`src/rtl/fmul_pkg.sv`:
```
package fmul_pkg;
  localparam int unsigned DATA_W_DEF  = 16;
  localparam int unsigned SHIFT_W_DEF = 3;

  typedef enum logic {
    MUL_INT  = 1'b0,
    MUL_FRAC = 1'b1
  } mul_mode_e;
endpackage

```
`src/rtl/fmul_product.sv`:
```
module fmul_product #(
  parameter int unsigned DATA_W = 16
) (
  input  logic [DATA_W-1:0]   mul_a,
  input  logic [DATA_W-1:0]   mul_b,
  output logic [2*DATA_W-1:0] mul_p
);
  localparam int unsigned PROD_W = 2 * DATA_W;

  logic signed [PROD_W-1:0] a_ext;
  logic signed [PROD_W-1:0] b_ext;

  always_comb begin
    a_ext = PROD_W'($signed(mul_a));
    b_ext = PROD_W'($signed(mul_b));
    mul_p = a_ext * b_ext;
  end
endmodule

```
`src/rtl/fmul_int_select.sv`:
```
module fmul_int_select #(
  parameter int unsigned DATA_W = 16
) (
  input  logic [2*DATA_W-1:0] prod,
  output logic [DATA_W-1:0]   int_res,
  output logic                int_ovf
);
  localparam int unsigned PROD_W = 2 * DATA_W;
  localparam int unsigned HI_W   = PROD_W - DATA_W + 1;

  logic [HI_W-1:0] hi_bits;

  always_comb begin
    hi_bits = prod[PROD_W-1:DATA_W-1];
    int_res = prod[DATA_W-1:0];
    int_ovf = !((hi_bits == '0) || (hi_bits == '1));
  end
endmodule

```
`src/rtl/fmul_frac_align.sv`:
```
module fmul_frac_align #(
  parameter int unsigned DATA_W  = 16,
  parameter int unsigned SHIFT_W = 3
) (
  input  logic [2*DATA_W-1:0] prod,
  input  logic [SHIFT_W-1:0]  shamt,
  output logic [DATA_W-1:0]   frac_res,
  output logic                frac_ovf
);
  localparam int unsigned PROD_W = 2 * DATA_W;
  localparam int unsigned N_SH   = 1 << SHIFT_W;
  localparam logic [DATA_W-1:0] POS_MAX = {1'b0, {(DATA_W-1){1'b1}}};
  localparam logic [DATA_W-1:0] NEG_MIN = {1'b1, {(DATA_W-1){1'b0}}};

  logic [DATA_W-1:0] win   [N_SH];
  logic [N_SH-1:0]   fits;

  for (genvar g = 0; g < N_SH; g++) begin : g_win
    logic [g+1:0] top_bits;
    always_comb begin
      top_bits = prod[PROD_W-1 -: (g+2)];
      win[g]   = prod[PROD_W-2-g -: DATA_W];
      fits[g]  = (top_bits == '0) || (top_bits == '1);
    end
  end

  always_comb begin
    frac_ovf = !fits[shamt];
    if (frac_ovf) frac_res = prod[PROD_W-1] ? NEG_MIN : POS_MAX;
    else          frac_res = win[shamt];
  end
endmodule

```
`src/rtl/fmul_shift_unit.sv`:
```
module fmul_shift_unit
  import fmul_pkg::*;
#(
  parameter int unsigned DATA_W  = DATA_W_DEF,
  parameter int unsigned SHIFT_W = SHIFT_W_DEF
) (
  input  logic               clk,
  input  logic               rst,
  input  logic               in_valid,
  input  logic [DATA_W-1:0]  op_a,
  input  logic [DATA_W-1:0]  op_b,
  input  logic               frac_mode,
  input  logic [SHIFT_W-1:0] shift_amt,
  output logic               out_valid,
  output logic [DATA_W-1:0]  result,
  output logic               ovf
);
  localparam int unsigned PROD_W = 2 * DATA_W;
  localparam logic [DATA_W-1:0] POS_MAX = {1'b0, {(DATA_W-1){1'b1}}};
  localparam logic [DATA_W-1:0] NEG_MIN = {1'b1, {(DATA_W-1){1'b0}}};

  logic [PROD_W-1:0] prod_w;
  logic [DATA_W-1:0] int_res, frac_res, nxt_res;
  logic              int_ovf, frac_ovf, nxt_ovf;
  mul_mode_e         mode_sel;
  mul_mode_e         r_mode;

  fmul_product #(.DATA_W(DATA_W)) u_prod (
    .mul_a (op_a),
    .mul_b (op_b),
    .mul_p (prod_w)
  );

  fmul_int_select #(.DATA_W(DATA_W)) u_int (
    .prod    (prod_w),
    .int_res (int_res),
    .int_ovf (int_ovf)
  );

  fmul_frac_align #(.DATA_W(DATA_W), .SHIFT_W(SHIFT_W)) u_frac (
    .prod     (prod_w),
    .shamt    (shift_amt),
    .frac_res (frac_res),
    .frac_ovf (frac_ovf)
  );

  always_comb begin
    mode_sel = mul_mode_e'(frac_mode);
    if (mode_sel == MUL_FRAC) begin
      nxt_res = frac_res;
      nxt_ovf = frac_ovf;
    end else begin
      nxt_res = int_res;
      nxt_ovf = int_ovf;
    end
  end

  always_ff @(posedge clk) begin
    if (rst) begin
      out_valid <= 1'b0;
      result    <= '0;
      ovf       <= 1'b0;
      r_mode    <= MUL_INT;
    end else begin
      out_valid <= in_valid;
      if (in_valid) begin
        result <= nxt_res;
        ovf    <= nxt_ovf;
        r_mode <= mode_sel;
      end
    end
  end

  AST_VALID_FOLLOWS: assert property (@(posedge clk) disable iff (rst)
    in_valid |=> out_valid);
  AST_IDLE_QUIET: assert property (@(posedge clk) disable iff (rst)
    !in_valid |=> !out_valid);
  AST_HOLD_OUTPUT: assert property (@(posedge clk) disable iff (rst)
    !in_valid |=> ($stable(result) && $stable(ovf)));
  AST_INT_LOW_HALF: assert property (@(posedge clk) disable iff (rst)
    (in_valid && !frac_mode) |=> (result == $past(prod_w[DATA_W-1:0])));
  AST_SAT_CODE: assert property (@(posedge clk) disable iff (rst)
    (out_valid && (r_mode == MUL_FRAC) && ovf) |-> ((result == POS_MAX) || (result == NEG_MIN)));
  AST_FRAC_SIGN: assert property (@(posedge clk) disable iff (rst)
    (in_valid && frac_mode && !frac_ovf) |-> (frac_res[DATA_W-1] == prod_w[PROD_W-1]));
endmodule

```
`config.mk`:
```
export PLATFORM = sky130hd
export DESIGN_NAME = fmul_shift_unit
export DESIGN_NICKNAME = d
export VERILOG_FILES = /design/src/rtl/fmul_pkg.sv /design/src/rtl/fmul_product.sv /design/src/rtl/fmul_int_select.sv /design/src/rtl/fmul_frac_align.sv /design/src/rtl/fmul_shift_unit.sv
export SDC_FILE = /design/constraint.sdc
export NUM_CORES = 1
export LEC_CHECK = 0
export BUFFER_PORTS_ARGS = -buffer_cell sky130_fd_sc_hd__buf_4
export CAP_MARGIN = 40
export CORE_MARGIN = 5
export CORE_UTILIZATION = 67
export CTS_CLUSTER_DIAMETER = 200
export CTS_CLUSTER_SIZE = 30
export DETAILED_ROUTE_END_ITERATION = 7
export GPL_TIMING_DRIVEN = 0
export HOLD_SLACK_MARGIN = 0.12
export PLACE_DENSITY = 0.86
export SLEW_MARGIN = 20
export SYNTH_ARGS = -nofsm -noshare
export SYNTH_HDL_FRONTEND = slang
export SYNTH_SLANG_ARGS = --single-unit
```
`constraint.sdc`:
```
create_clock -name clk -period 23.2 [get_ports clk]
set_input_delay 4.64 -clock clk [delete_from_list [all_inputs] [get_ports clk]]
set_output_delay 4.64 -clock clk [all_outputs]
set_load 0.05 [all_outputs]
```
Word-level counts from Yosys, hierarchy flattened:

Cells that the tools add are included.

* output and inout port bits: 18
* input port bits: 39
* register bits: 18

* order comparisons: 2
* equality and inequality tests: 9
* reductions and logical operators: 20
* mux-type cells: 9
* $mul: 1
* bitwise logic cells: 1

Operators with widths (number)
* two-way mux 16 bit: 5
* binary-select mux 16 bit (select 3 bit): 1
* multiplier 16 x 16 -> 32 bit: 1
* == test 17 bit, second input constant: 1
* zero test 17 bit: 1
* == test 9 bit, second input constant: 1
* zero test 9 bit: 1
* logical OR 1 bit: 9
* == test 8 bit, second input constant: 1
* zero test 8 bit: 1
* == test 7 bit, second input constant: 1
* zero test 7 bit: 1
* == test 6 bit, second input constant: 1
* zero test 6 bit: 1
* == test 5 bit, second input constant: 1
* zero test 5 bit: 1
* == test 4 bit, second input constant: 1
* greater-or-equal comparator 4 bit, second input constant: 1
* zero test 4 bit: 1
* < comparator 3 x 4 -> 1 bit, second input constant: 1
* NOT 3 -> 4 bit: 1
* binary-select mux 1 bit (select 3 bit): 1
* == test 3 bit, second input constant: 1
* zero test 3 bit: 1
* other kinds (4): 6

Logic depth before layout (Yosys ltp):

* word-level depth: 7
* gate-level depth with buffers: 30

Cells and area by module:

From an unflattened synthesis, not the netlist that was laid out.

* cell total of the unflattened synthesis: 1296
* area, all modules: 12037.8 um^2

By module, submodules not included
* fmul_product: instances 1, area each 9935.8 um^2, cells each 1095
* fmul_frac_align: instances 1, area each 1116.1 um^2, cells each 95
* fmul_shift_unit: instances 1, area each 787.0 um^2, cells each 78
* fmul_int_select: instances 1, area each 198.9 um^2, cells each 28

Least setup slack after synthesis:

OpenSTA, ideal clock, no wires.

* path type: in2reg
* start: in op_a[15]
* end: reg result[2]
* path slack: 11.520 ns
* path buffers: 5
* data arrival time: 11.542 ns
* library setup time: 0.139 ns
* cell stages on the path: 26
* required time: 23.061 ns
* cell sequence: clkbuf_1 > nand2_1 > inv_1 > fa_1 > fa_1 > fa_1 > fa_1 > fa_1 > inv_1 > fa_1 > inv_1 > ha_1 > buf_2 > a21oi_4 > o21ai_1 > a211oi_2 > o41ai_4 > o31ai_2 > xnor2_1 > buf_2 > clkbuf_1 > o31ai_1 > o32a_1 > buf_6 > a2111oi_2 > a211oi_2

* longest elaborated chain between the ends: 7
* elaborated cells on any way between the ends: 33

Ends and longest elaborated chain
* start: declaration: RTL line fmul_shift_unit.sv:10 `input logic [DATA_W-1:0] op_a,`
* multiplier 16 x 16 -> 32 bit *: RTL line fmul_product.sv:16 `mul_p = a_ext * b_ext;`
* == test 9 bit (tied with other cells): RTL line fmul_frac_align.sv:23 `fits[g] = (top_bits == '0) || (top_bits == '1);`
* logical OR 1 bit: RTL line fmul_frac_align.sv:23
* binary-select mux 1 bit (select 3 bit): RTL line fmul_frac_align.sv:28 `frac_ovf = !fits[shamt];`
* two-way mux 1 bit (not written as such): RTL line fmul_frac_align.sv:28
* two-way mux 16 bit *: RTL line fmul_frac_align.sv:29 `if (frac_ovf) frac_res = prod[PROD_W-1] ? NEG_MIN : POS_MAX;`
* two-way mux 16 bit *: RTL line fmul_shift_unit.sv:49 `if (mode_sel == MUL_FRAC) begin`
* end signal: assignment: RTL line fmul_shift_unit.sv:67 `result <= nxt_res;`
* end: declaration: RTL line fmul_shift_unit.sv:15 `output logic [DATA_W-1:0] result,`

Every way passes the cells marked *; elsewhere a longest branch is shown, timed or not. The select of a mux whose other input is x is not followed.
A chain may end at the register's enable or synchronous reset.

Worst setup path after layout:

* start: in op_b[2]
* end: reg result[14]

* longest elaborated chain between the ends: 7
* elaborated cells on any way between the ends: 33

Ends and longest elaborated chain
* start: declaration: RTL line fmul_shift_unit.sv:11 `input logic [DATA_W-1:0] op_b,`
* multiplier 16 x 16 -> 32 bit *: RTL line fmul_product.sv:16
* == test 9 bit (tied with other cells): RTL line fmul_frac_align.sv:23
* logical OR 1 bit: RTL line fmul_frac_align.sv:23
* binary-select mux 1 bit (select 3 bit): RTL line fmul_frac_align.sv:28
* two-way mux 1 bit (not written as such): RTL line fmul_frac_align.sv:28
* two-way mux 16 bit: RTL line fmul_frac_align.sv:29
* two-way mux 16 bit *: RTL line fmul_shift_unit.sv:49

Marked as above.

==> out/results.ini <==
[setup_path]
arrival_ps=12800
end_kind=flop
worstPathRequired_ps=23320
cp_max_fo=10
cp-start-kind=primary input
path_class=in -> reg

[yosys]
async_reset_ff_share_pct=0
ys_ff_latch=18
ys_seq_area_share_pct=3.01
synth_edf_count=0
syn_area_mm2=0.0120
syn_nets=1730
avgSynthCellArea_um2=8.89
synth_cell_type_count=74
ys.warnings.count=0
synthCells=1347
synthFlopType=dfxtp_1

[timing]
layout_min_cycle_time_ps=12680
max_freq_mhz=78.8
worst_slew_pin_slew_ps=685
slew_violations=0
hold_viol_final=0
fin_crit_sh_pct=54.7
setup_viol_count_final=0
slew-limit-headroom_pct=54.3
finClkSkew_ps=0
rsz0062_at_grt=no
tns_ps=0

[floorplan]
die_w_um=144
dieArea_mm2=0.0206
die_y_um=144
num_rows=48
start_util_pct=68.7
io-pin-count=57
coreArea_mm2=0.0174

[detailed_routing]
dr_wl_met2_mm=15.4
drc=0
vias=9919
highest_layer=met4
wl_per_cell_um=19.3
wl_mm=31.4
drt_iter0_drc=989
met3WireLength_mm=3.15
routed_via_density=6.09
drtAntennaViolNets=0
met1_length_mm=11.8
drtPass1Iterations=6

[global_route]
grt_pass1_vias=10600
grt_usage_pct=32.2
antenna_found_initial=1
grt_max_degree=11
grt_overflow=0
grt_pass1_wl_mm=52.1

[cells_and_area]
drive_gt1_share_pct=7.83
multi_input_area_mm2=0.0103
nFillCells=1293
syn_to_final_growth_pct=6.43
finalCoreUtilization_pct=73.1
layout_common_cells=286 x inv_1, 262 x fa_1, 166 x nand2_1
antenna_cells=0
layout_commonest_cell=inv_1
layout.nets=1790
seq_area_um2=360

[clock_network]
cts_setup_buffers=0
clk_latency_ps=250
clk_pin_slew_ps=50
post_cts_resized=0
cts_tree=built
cts.sinks=18
htreeDepth=1
hold_buffers=0
clk_path_buf_depth=2
numCtsBuffers=3
cts_root_buffer=clkbuf_16

[run_status]
outcome=finished, final reports clean

[run]
drv_cap=0

[place]
io_buffer_count=55
dp_hpwl_mm=26.8
gp_routability_congestion=0.962

[worst_hold_path]
hold_path_class=reg -> reg

-- area by class of cell --
cell class / count / area share, %
Multi-Input combinational cell: 985 / 80.9
Inverter: 286 / 8.43
Timing Repair Buffer: 55 / 3.24
Sequential cell: 18 / 2.83
Tap cell: 225 / 2.21
Buffer: 58 / 1.82
Clock buffer: 3 / 0.589
-- metal layers --
| layer | up-vias | global-route usage [%] |
|---|---|---|
| met3 | 101 | 5.92 |
| met1 | 4956 | 42.8 |
| met2 | 544 | 54.4 |
| li1 | 4318 | - |
| met5 | - | 0 |
| met4 | 0 | 9.32 |
-- cells by family (layout without fill, tap and decap cells) --
kind of cell,after synthesis,after routing,synth area share (%)
muxes,28,28,3.42
buffers and inverters,344,402,10.9
xor gates and xnor gates,37,37,2.71
adders and majority gates,344,344,52.4
AOI/OAI and AO/OA,177,177,11.3
DFF,18,18,3.01
and+or+nand+nor,399,399,16.3
-- worst paths after layout --
| check | start | endpoint | slack, ps | cells past startpoint |
|---|---|---|---|---|
| min | result[8]$_SDFFE_PP0P_ | result[8]$_SDFFE_PP0P_ | 490 | 2 |
| min reg2reg | result[8]$_SDFFE_PP0P_ | result[8]$_SDFFE_PP0P_ | 490 | 2 |
| max reg2reg | result[5]$_SDFFE_PP0P_ | result[5]$_SDFFE_PP0P_ | 22130 | 4 |
| max | op_b[2] | result[14]$_SDFFE_PP0P_ | 10520 | 26 |
-- flip-flops by register name, summed over array words and instances (netlist names) --
name       flops
out_valid      1
result        16
ovf            1
-- critical path: stages --
cell and delay [ps]:
buf_4 150, clkbuf_1 490, nand2_1 210, inv_1 140
fa_1 570, fa_1 910, fa_1 530, fa_1 520
fa_1 500, inv_1 50, fa_1 470, inv_1 40
ha_1 260, buf_2 180, a21oi_4 210, o21ai_1 150
a221oi_1 420, o311ai_1 200, o221ai_2 170, nand2_1 140
nor4_1 580, o31ai_1 230, o32a_1 380, buf_6 170
a2111oi_0 370, nor3_1 110
-- cell usage after synthesis, types with 9 or more instances --
master,instances,share of area [%]
o211ai_1,11,0.69
xor2_1,11,0.80
nor2_1,48,1.5
mux4_2,10,1.9
a21oi_1,39,1.6
inv_1,286,9.0
nand2_1,166,5.2
mux2i_1,15,1.3
a211oi_2,9,0.94
dfxtp_1,18,3.0
fa_1,262,44
nor3_1,10,0.42
clkbuf_1,51,1.6
xnor2_1,26,1.9
and2_1,126,6.6
ha_1,82,8.6
o21ai_0,29,1.2
-- stage by stage --
stage / instances / area, um^2 / hold WS (ps) / worst slack (ps)
after floorplan: 1347 / 12000 / 700 / 11520
after global placement: 1627 / 12700 / 476 / 10580
after detailed placement: 1627 / 12700 / 483 / 10340
after CTS: 1630 / 12700 / 491 / 10590
after global routing: 1630 / 12700 / 520 / 10030
final: 1630 / 12700 / 492 / 10520
Power is left out: the tool's default activity adds up to more than one toggle a clock period on the data nets, which glitch-free logic cannot reach.
